==> config.mk <==
export PLATFORM = sky130hd
export DESIGN_NAME = thermal_throttle_ctrl
export DESIGN_NICKNAME = d
export VERILOG_FILES = /design/src/rtl/thr_pkg.sv /design/src/rtl/thr_cfg_reg.sv /design/src/rtl/thr_stage_fsm.sv /design/src/rtl/thr_crit_timer.sv /design/src/rtl/thermal_throttle_ctrl.sv
export SDC_FILE = /design/constraint.sdc
export NUM_CORES = 1
export LEC_CHECK = 0
export BUFFER_PORTS_ARGS = -buffer_cell sky130_fd_sc_hd__buf_2
export CORE_ASPECT_RATIO = 0.6
export CORE_MARGIN = 10
export CORE_UTILIZATION = 49
export CTS_CLUSTER_SIZE = 8
export DETAILED_ROUTE_END_ITERATION = 6
export PLACE_DENSITY = 0.82
export SYNTH_ARGS = -nofsm -noshare
export SYNTH_HDL_FRONTEND = slang
export SYNTH_HIERARCHICAL = 1
export SYNTH_SLANG_ARGS = --single-unit
==> constraint.sdc <==
create_clock -name clk -period 2.6 [get_ports clk]
set_input_delay 0.52 -clock clk [delete_from_list [all_inputs] [get_ports clk]]
set_output_delay 0.52 -clock clk [all_outputs]
set_load 0.05 [all_outputs]
==> src/rtl/thr_pkg.sv <==
package thr_pkg;
  typedef enum logic [1:0] {
    ST_IDLE    = 2'd0,
    ST_STAGE1  = 2'd1,
    ST_STAGE2  = 2'd2,
    ST_RECOVER = 2'd3
  } thr_state_e;

  localparam int unsigned TEMP_W = 8;
  localparam int unsigned ACT_LSB = 16;
  localparam int unsigned OFS_LSB = 8;
endpackage

==> src/rtl/thr_cfg_reg.sv <==
module thr_cfg_reg
  import thr_pkg::*;
#(
  parameter int unsigned ACT_DEFAULT = 100
) (
  input  logic              clk,
  input  logic              rst_n,
  input  logic              cfg_we,
  input  logic [31:0]       cfg_wdata,
  output logic [TEMP_W-1:0] act_temp,
  output logic [TEMP_W-1:0] temp_offset,
  output logic [TEMP_W-1:0] trip_temp
);
  logic unused_cfg_bits;
  assign unused_cfg_bits = ^{cfg_wdata[31:ACT_LSB+TEMP_W], cfg_wdata[OFS_LSB-1:0]};

  always_ff @(posedge clk or negedge rst_n) begin
    if (!rst_n) begin
      act_temp    <= TEMP_W'(ACT_DEFAULT);
      temp_offset <= '0;
    end else if (cfg_we) begin
      act_temp    <= cfg_wdata[ACT_LSB +: TEMP_W];
      temp_offset <= cfg_wdata[OFS_LSB +: TEMP_W];
    end
  end

  assign trip_temp = (act_temp > temp_offset) ? (act_temp - temp_offset) : '0;

  // values hold without a write strobe
  p_cfg_hold_r8: assert property (@(posedge clk) disable iff (!rst_n)
    !cfg_we |=> ($stable(act_temp) && $stable(temp_offset)));
endmodule

==> src/rtl/thr_stage_fsm.sv <==
module thr_stage_fsm
  import thr_pkg::*;
#(
  parameter int unsigned NUM_STEPS = 12,
  localparam int unsigned SW = $clog2(NUM_STEPS)
) (
  input  logic          clk,
  input  logic          rst_n,
  input  logic          ms_tick,
  input  logic          hot_in,
  input  logic [SW-1:0] req_step,
  output thr_state_e    state,
  output logic [SW-1:0] perf_step
);
  localparam logic [SW-1:0] MAX_STEP = SW'(NUM_STEPS - 1);

  thr_state_e    nxt_state;
  logic [SW-1:0] nxt_step;
  logic [SW-1:0] req_c;
  logic [SW-1:0] step_dn;

  assign req_c   = (req_step > MAX_STEP) ? MAX_STEP : req_step;
  assign step_dn = (perf_step == '0) ? '0 : perf_step - SW'(1);

  always_comb begin
    nxt_state = state;
    nxt_step  = perf_step;
    case (state)
      ST_IDLE: begin
        if (hot_in) begin
          nxt_state = ST_STAGE1;
          nxt_step  = step_dn;
        end else begin
          nxt_step = req_c;
        end
      end
      ST_STAGE1: begin
        if (!hot_in) begin
          nxt_state = ST_RECOVER;
        end else if (ms_tick) begin
          nxt_state = ST_STAGE2;
          nxt_step  = step_dn;
        end
      end
      ST_STAGE2: begin
        if (!hot_in) nxt_state = ST_RECOVER;
      end
      ST_RECOVER: begin
        if (hot_in) begin
          nxt_state = ST_STAGE1;
          nxt_step  = step_dn;
        end else if (perf_step >= req_c) begin
          nxt_state = ST_IDLE;
          nxt_step  = req_c;
        end else if (ms_tick) begin
          nxt_step = perf_step + SW'(1);
        end
      end
      default: nxt_state = ST_IDLE;
    endcase
  end

  always_ff @(posedge clk or negedge rst_n) begin
    if (!rst_n) begin
      state     <= ST_IDLE;
      perf_step <= MAX_STEP;
    end else begin
      state     <= nxt_state;
      perf_step <= nxt_step;
    end
  end

  // a tick while still hot in stage one drops one more step
  p_second_drop_r3: assert property (@(posedge clk) disable iff (!rst_n)
    (state == ST_STAGE1 && hot_in && ms_tick) |=>
      (state == ST_STAGE2 &&
       ((perf_step + SW'(1) == $past(perf_step)) || (perf_step == '0 && $past(perf_step) == '0))));

  // recovery climbs exactly one step per tick
  p_recover_up_r6: assert property (@(posedge clk) disable iff (!rst_n)
    (state == ST_RECOVER && !hot_in && ms_tick && perf_step < req_c) |=>
      (perf_step == $past(perf_step) + SW'(1)));

  // index stays in range
  p_step_range_r7: assert property (@(posedge clk) disable iff (!rst_n)
    perf_step <= MAX_STEP);
endmodule

==> src/rtl/thr_crit_timer.sv <==
module thr_crit_timer #(
  parameter int unsigned CRIT_MS = 20,
  localparam int unsigned CW = $clog2(CRIT_MS + 1)
) (
  input  logic clk,
  input  logic rst_n,
  input  logic ms_tick,
  input  logic both_active,
  input  logic hot_in,
  input  logic clr,
  output logic crit
);
  localparam logic [CW-1:0] LIMIT = CW'(CRIT_MS);

  logic [CW-1:0] dwell;
  logic          armed;
  logic          set_now;

  assign armed   = both_active && hot_in;
  assign set_now = armed && ms_tick && (dwell == LIMIT);

  always_ff @(posedge clk or negedge rst_n) begin
    if (!rst_n) begin
      dwell <= '0;
    end else if (!armed) begin
      dwell <= '0;
    end else if (ms_tick && dwell != LIMIT) begin
      dwell <= dwell + CW'(1);
    end
  end

  always_ff @(posedge clk or negedge rst_n) begin
    if (!rst_n)       crit <= 1'b0;
    else if (set_now) crit <= 1'b1;
    else if (clr)     crit <= 1'b0;
  end

  // flag holds unless cleared
  p_crit_sticky_r5: assert property (@(posedge clk) disable iff (!rst_n)
    (crit && !clr) |=> crit);

  // flag only rises on a tick while both stages are in force and hot
  p_crit_cause_r4: assert property (@(posedge clk) disable iff (!rst_n)
    $rose(crit) |-> $past(both_active && hot_in && ms_tick));
endmodule

==> src/rtl/thermal_throttle_ctrl.sv <==
module thermal_throttle_ctrl
  import thr_pkg::*;
#(
  parameter int unsigned NUM_STEPS   = 12,
  parameter int unsigned MARGIN_W    = 8,
  parameter int unsigned CRIT_MS     = 20,
  parameter int unsigned ACT_DEFAULT = 100,
  localparam int unsigned SW = $clog2(NUM_STEPS)
) (
  input  logic                clk,
  input  logic                rst_n,
  input  logic                ms_tick,
  input  logic [MARGIN_W-1:0] margin_i,
  input  logic [SW-1:0]       req_step_i,
  input  logic                cfg_we,
  input  logic [31:0]         cfg_wdata,
  input  logic                crit_we,
  input  logic                crit_wdata,
  output logic                hot_o,
  output logic [SW-1:0]       perf_step_o,
  output logic                crit_o,
  output logic [7:0]          act_temp_o,
  output logic [7:0]          temp_offset_o,
  output logic [7:0]          trip_temp_o
);
  thr_state_e st;
  logic       at_limit;

  assign at_limit = (margin_i == '0);

  thr_cfg_reg #(.ACT_DEFAULT(ACT_DEFAULT)) u_cfg (
    .clk         (clk),
    .rst_n       (rst_n),
    .cfg_we      (cfg_we),
    .cfg_wdata   (cfg_wdata),
    .act_temp    (act_temp_o),
    .temp_offset (temp_offset_o),
    .trip_temp   (trip_temp_o)
  );

  thr_stage_fsm #(.NUM_STEPS(NUM_STEPS)) u_fsm (
    .clk       (clk),
    .rst_n     (rst_n),
    .ms_tick   (ms_tick),
    .hot_in    (at_limit),
    .req_step  (req_step_i),
    .state     (st),
    .perf_step (perf_step_o)
  );

  thr_crit_timer #(.CRIT_MS(CRIT_MS)) u_crit (
    .clk         (clk),
    .rst_n       (rst_n),
    .ms_tick     (ms_tick),
    .both_active (st == ST_STAGE2),
    .hot_in      (at_limit),
    .clr         (crit_we && crit_wdata),
    .crit        (crit_o)
  );

  assign hot_o = (st == ST_STAGE1) || (st == ST_STAGE2);

  // zero margin in idle raises the hot indication next cycle
  p_hot_entry_r1: assert property (@(posedge clk) disable iff (!rst_n)
    (st == ST_IDLE && at_limit) |=> hot_o);

  // a non-zero margin drops the hot indication next cycle
  p_hot_drop_r2: assert property (@(posedge clk) disable iff (!rst_n)
    !at_limit |=> !hot_o);
endmodule

; Yosys cells after proc, flatten, opt, wreduce, memory -nomap -nowiden
; Cells that the tools add are included.
[totals]
reg_bits = 28
inputBits = 50
output_inout_bits = 30
wordCells = 60
[classes]
addsub = 4
order_cmp = 3
eq_ne = 13
muxes = 21
n_reduce_logical = 13
[op_table]
columns = op, n
row1 = $mux 4, 8
row2 = $mux 2, 6
row3 = $pmux 4 s3, 1
row4 = $mux 5, 2
row5 = $gt 8x8->1, 1
row6 = $logic_not 8->1, 1
row7 = $mux 8, 1
row8 = $pmux 2 s4, 1
row9 = $reduce_and 4->1, 2
row10 = $sub 8x8->8, 1
row11 = $ne 2x2->1 const B, 3
row12 = $add 5x1->5 const B, 1
row13 = $eq 5x5->1 const B, 1
row14 = $logic_and 1x1->1, 5
row15 = $ne 5x5->1 const B, 1
row16 = $add 4x1->4 const B, 1
row17 = $eq 2x2->1 const B, 2
row18 = $ge 4x4->1, 1
row19 = $gt 4x4->1 const B, 1
row20 = $logic_not 4->1, 1
row21 = $ne 2x1->1 const B, 2
row22 = $ne 4x2->1 const B, 1
row23 = $sub 4x1->4 const B, 1
row24 = $ne 3x1->1 const B, 1
row25 = 7 further kinds, 8

; Longest topological paths before layout
[depth]
depth_word = 6
ltp_mapped = 9
mapped_depth_nobuf = 9

; Hierarchy
; The synthesis kept the hierarchy.
[modules_own_cells]
columns = module, instances, cells_each, area_each_um2, seq_area_each_um2
row1 = thr_cfg_reg, 1, 103, 977.2, 404.1
row2 = thr_stage_fsm, 1, 82, 739.5, 153.9
row3 = thr_crit_timer, 1, 34, 329.1, 150.1
row4 = thermal_throttle_ctrl, 1, 7, 45.0, 0.0

; Worst setup path after synthesis
; No wires, ideal clock.
[synth_timing]
path_type = register -> output
start = reg u_cfg.act_temp[0]
end = out trip_temp_o[3]
t_arrival_ns = 2.733
slack_ns = -0.653
path_stages_with_launch = 10
path_buffers = 0
cell_sequence = dfrtp_1 > inv_1 > ha_1 > inv_1 > fa_1 > a21o_1 > a21oi_1 > nor2_1 > o22ai_2 > nor3_1
[synth_via]
elab_chain_cells = 2
[synth_rtl]
columns = element, line_no
row1 = from (decl), thr_cfg_reg.sv:10  ; output logic [TEMP_W-1:0] act_temp,
row2 = from (signal assigned), thr_cfg_reg.sv:19  ; act_temp <= TEMP_W'(ACT_DEFAULT);
row3 = from (signal assigned), thr_cfg_reg.sv:22  ; act_temp <= cfg_wdata[ACT_LSB +: TEMP_W];
row4 = $sub 8x8->8 or $gt 8x8->1 (tied branches), thr_cfg_reg.sv:27  ; assign trip_temp = (act_temp > temp_offset) ? (act_temp - temp_offset) : '0;
row5 = $mux 8 (*), thr_cfg_reg.sv:27
row6 = to (decl), thermal_throttle_ctrl.sv:24  ; output logic [7:0] trip_temp_o
; Mark *: on every way between the ends. The rest lies on a longest branch, timed or not.

; Worst setup path in the final report
[layout_timing]
start = reg u_cfg.act_temp[0]
end = out trip_temp_o[6]
; The elaborated chain is that of the path after synthesis.

==> Implementation_results.wiki <==
{| class="wikitable"
! Metric !! Value
|-
| Signed area change from the synthesized netlist to the final layout || 31.0%
|-
| Synth Net Count || 299
|-
| Total number of nets in the final design || 370
|-
| Total number of vias || 1896
|-
| Weighted congestion reported at the end of routability-driven placement || 0.799
|-
| Count of flip-flops with a built-in enable after synthesis || 0
|-
| H-tree lvl count || 1
|-
| Count of antenna-violating nets left after detailed routing || 0
|-
| Count of max-cap constraint violations || 0
|-
| Critical path class || reg2out
|-
| PwrDens || around 970 nW/µm²
|-
| Synth warnings || 6
|-
| Sequential-to-total area share from yosys stat || 0.339
|-
| Sum of buffers and inverters on the critical path || 3
|-
| Cell Area, Placed || 2590 µm²
|-
| Synthesized area divided by synthesized cell count || 9.25 µm²
|-
| Leak || roughly 0.0013 µW
|-
| CTS sink cnt || 28
|-
| Number of global-route vias before repair || roughly 2000
|-
| Final design instance area without fill || 2740 µm²
|-
| Ordered list of cells on the worst path || inv_2, ha_4, inv_2, fa_2, a21o_1, a311o_1, a21oi_2, xor2_1, nor2_4, buf_6
|-
| Largest stage delay, worst path || just over 400 ps
|-
| Hold/Removal Path Class || in2async
|-
| Cell variety after synth || 50
|-
| Later-pin clock latency in the skew report || about 270 ps
|-
| Total negative slack for setup checks || -1790 ps
|-
| Initial cell density of the core || 0.507
|-
| DR iter-0 viols || 163
|-
| Number of hold violations in the final report || 0
|-
| Clk root buf || sky130_fd_sc_hd__clkbuf_8
|-
| Max-Slew Margin vs Limit || 0.586
|-
| Storage element area || 717 µm²
|-
| Footprint of the multi-input gates || 1360 µm²
|-
| First-pass GRT wire length || 9410 µm
|-
| Clock Tree Buf Depth || 2
|-
| Fillers || around 330
|-
| Max FO, Critical Path || 2
|-
| Largest net degree at the start of global routing || 29
|-
| Cell repeated most along the worst path || sky130_fd_sc_hd__inv_2
|-
| Count of pins on the block boundary || 80
|-
| Post-Synthesis Cell Area || 2090 µm²
|-
| Global routing usage summed across all routing layers || 0.150
|-
| Transition time at the pin with the least slew margin || between 600 and 700 ps
|-
| Total DRC errors in the routed layout || 0
|-
| CTS Hold Buffers Added || 0
|-
| Vias per std cell || 5.33
|-
| Startpoint type of the worst setup path || register
|-
| Final total power || 2640 µW
|-
| Commonest non-fill, non-tap cells in the layout || 55 x sky130_fd_sc_hd__buf_2, 21 x sky130_fd_sc_hd__inv_1, 21 x sky130_fd_sc_hd__ha_1
|-
| Number of setup violations in the final report || 8
|-
| Final clock period utilization by the worst path || 1.11
|-
| Vert. Die Dim || 70.6 µm
|-
| Most used flip-flop cell after synthesis || sky130_fd_sc_hd__dfrtp_1
|-
| RSZ-0062 raised after global routing || true
|-
| Cell family with the largest share of critical-path delay || compound AO/OA/AOI/OAI gates
|-
| Flop and latch count out of synthesis || 28
|-
| Most common cell after layout, fill and taps aside || sky130_fd_sc_hd__buf_2
|-
| Fin Hold WS || roughly 250 ps
|-
| Clock-pin slew on the worst setup and hold paths || 100 ps
|-
| Placed wire-length estimate || 4270 µm
|-
| VDD IR max || 0.617 mV
|-
| Floorplan row count || 18
|-
| Proportion of layout cells with a drive suffix above 1 || 0.419
|-
| Violations in the final reports || negative setup slack
|-
| Congestion Overflow GR || 0
|-
| Element type at the critical path end || primary output
|-
| Worst Path Arrival || around 2400 ps
|-
| Post-synthesis instance total || 226
|-
| Die outline area || ~7400 µm²
|-
| TritonCTS clock tree || built
|-
| Number of antenna violations at the first check in global routing || 0
|-
| Final critical delay including setup and external delays || 2890 ps
|-
| Number of antenna cells inserted || 0
|-
| Core Footprint || 4120 µm²
|-
| First-pass DRT Iterations || 4
|-
| Outcome || finished with violations
|-
| Average routed wire per standard cell || between 15 and 20 µm
|-
| F_max || 346 MHz
|-
| Number of buffers inserted by port buffering || 63
|-
| Worst slack at placement || -61.4 ps
|-
| Share of synthesized flip-flops with an asynchronous set or reset || 1.00
|-
| Cell type of the slowest stage on the worst timing path || sky130_fd_sc_hd__dfrtp_2
|-
| Max-slew violations || 0
|-
| Sum of routed wire length over all layers || 5490 µm
|-
| Worst path required time || 2080 ps
|-
| Horiz. Die Dim || 104 µm
|-
| Number of buffers created by CTS || 3
|-
| Smallest setup slack after layout || -288 ps
|-
| Max Clock Skew || between 4 and 5 ps
|}
-- power breakdown --
group          total, µW  internal [µW]  leakage [µW]  switching [µW]
Combinational       1660            627      0.000924            1040
Clock                342            206     0.0000357             136
Sequential           639            537      0.000331             103
Total               2640           1370       0.00129            1270
-- registers in the layout, indices dropped and copies added, names as in the netlist --
signal / flops
u_cfg/act_temp: 8
u_cfg/temp_offset: 8
u_crit/dwell: 5
u_fsm/perf_step: 4
u_fsm/state: 2
u_crit/crit: 1
-- worst register-to-register path: stages, from the launching register on --
cell and delay (ps):
sky130_fd_sc_hd__dfstp_2 590, sky130_fd_sc_hd__inv_1 90, sky130_fd_sc_hd__ha_1 340, sky130_fd_sc_hd__nor3b_4 230, sky130_fd_sc_hd__o21ai_4 140, sky130_fd_sc_hd__or2_4 270, sky130_fd_sc_hd__a22oi_4 190, sky130_fd_sc_hd__mux2_1 330
-- layer usage --
layer | vias to the layer above | track usage | part of all wire | routed length, µm
met5 | - | 0 | 0 | 0
met4 | 0 | 0.0292 | 0.0055 | 30
met3 | 4 | 0.0434 | 0.056 | 307
met2 | 51 | 0.241 | 0.45 | 2490
met1 | 903 | 0.197 | 0.49 | 2660
li1 | 938 | - | - | -
-- final cells by class --
type	count	share of cell area
Multi-Input combinational cell	170	0.495
Sequential cell	28	0.262
Clock inverter	1	0.0110
Inverter	23	0.0315
Timing Repair Buffer	71	0.159
Clock buffer	3	0.0151
Tap cell	60	0.0274
-- timing repair --
action	in CTS	in global routing
setup endpoints to repair	8	8
gates resized for setup	10	9
setup buffers	0	2
pin swaps	2	2
-- Yosys cell counts, drive strengths merged (4+ instances only) --
cell type | number | area, µm²
inv | 23 | 86.3
dfrtp | 22 | 551
ha | 22 | 275
nor2 | 20 | 75.1
o21ai | 18 | 101
a21oi | 17 | 92.6
nand2 | 17 | 63.8
mux2 | 12 | 139
dfstp | 6 | 158
nor3 | 6 | 30.0
nand3 | 5 | 25.0
nand4 | 5 | 31.3
a21o | 4 | 30.0
nand2b | 4 | 25.0
-- cells by family (layout without fill, tap and decap cells) --
kind of cell / after synthesis / in the layout / synth area share
AO/OA/AOI/OAI: 58 / 58 / 0.196
multiplexers: 14 / 14 / 0.0760
adder cells (fa/ha/maj): 23 / 23 / 0.141
buffers and inverters: 28 / 98 / 0.0551
flip-flops: 28 / 28 / 0.339
XOR/XNOR: 4 / 4 / 0.0168
AND/OR/NAND/NOR: 71 / 71 / 0.176
-- stage by stage --
step,std cells,utilization
floorplan,226,-
global placement,350,0.629
detailed placement,350,0.629
CTS,354,0.652
global route,356,0.665
finish,356,0.665
-- worst paths after layout --
check	from	to	slack, ps	cells past startpoint
hold / removal	rst_n	u_crit/dwell[0]	250	1
min in group clk	cfg_wdata[10]	u_cfg/temp_offset[2]	460	3
setup reg to reg	u_fsm/perf_step[0]	u_fsm/state[1]	320	7
setup / recovery	u_cfg/act_temp[0]	trip_temp_o[6]	-290	10
hold reg to reg	u_crit/crit	u_crit/crit	520	1
max in group asynchronous	rst_n	u_cfg/temp_offset[5]	1910	1
No activity file was read; power rests on OpenSTA's default activity.
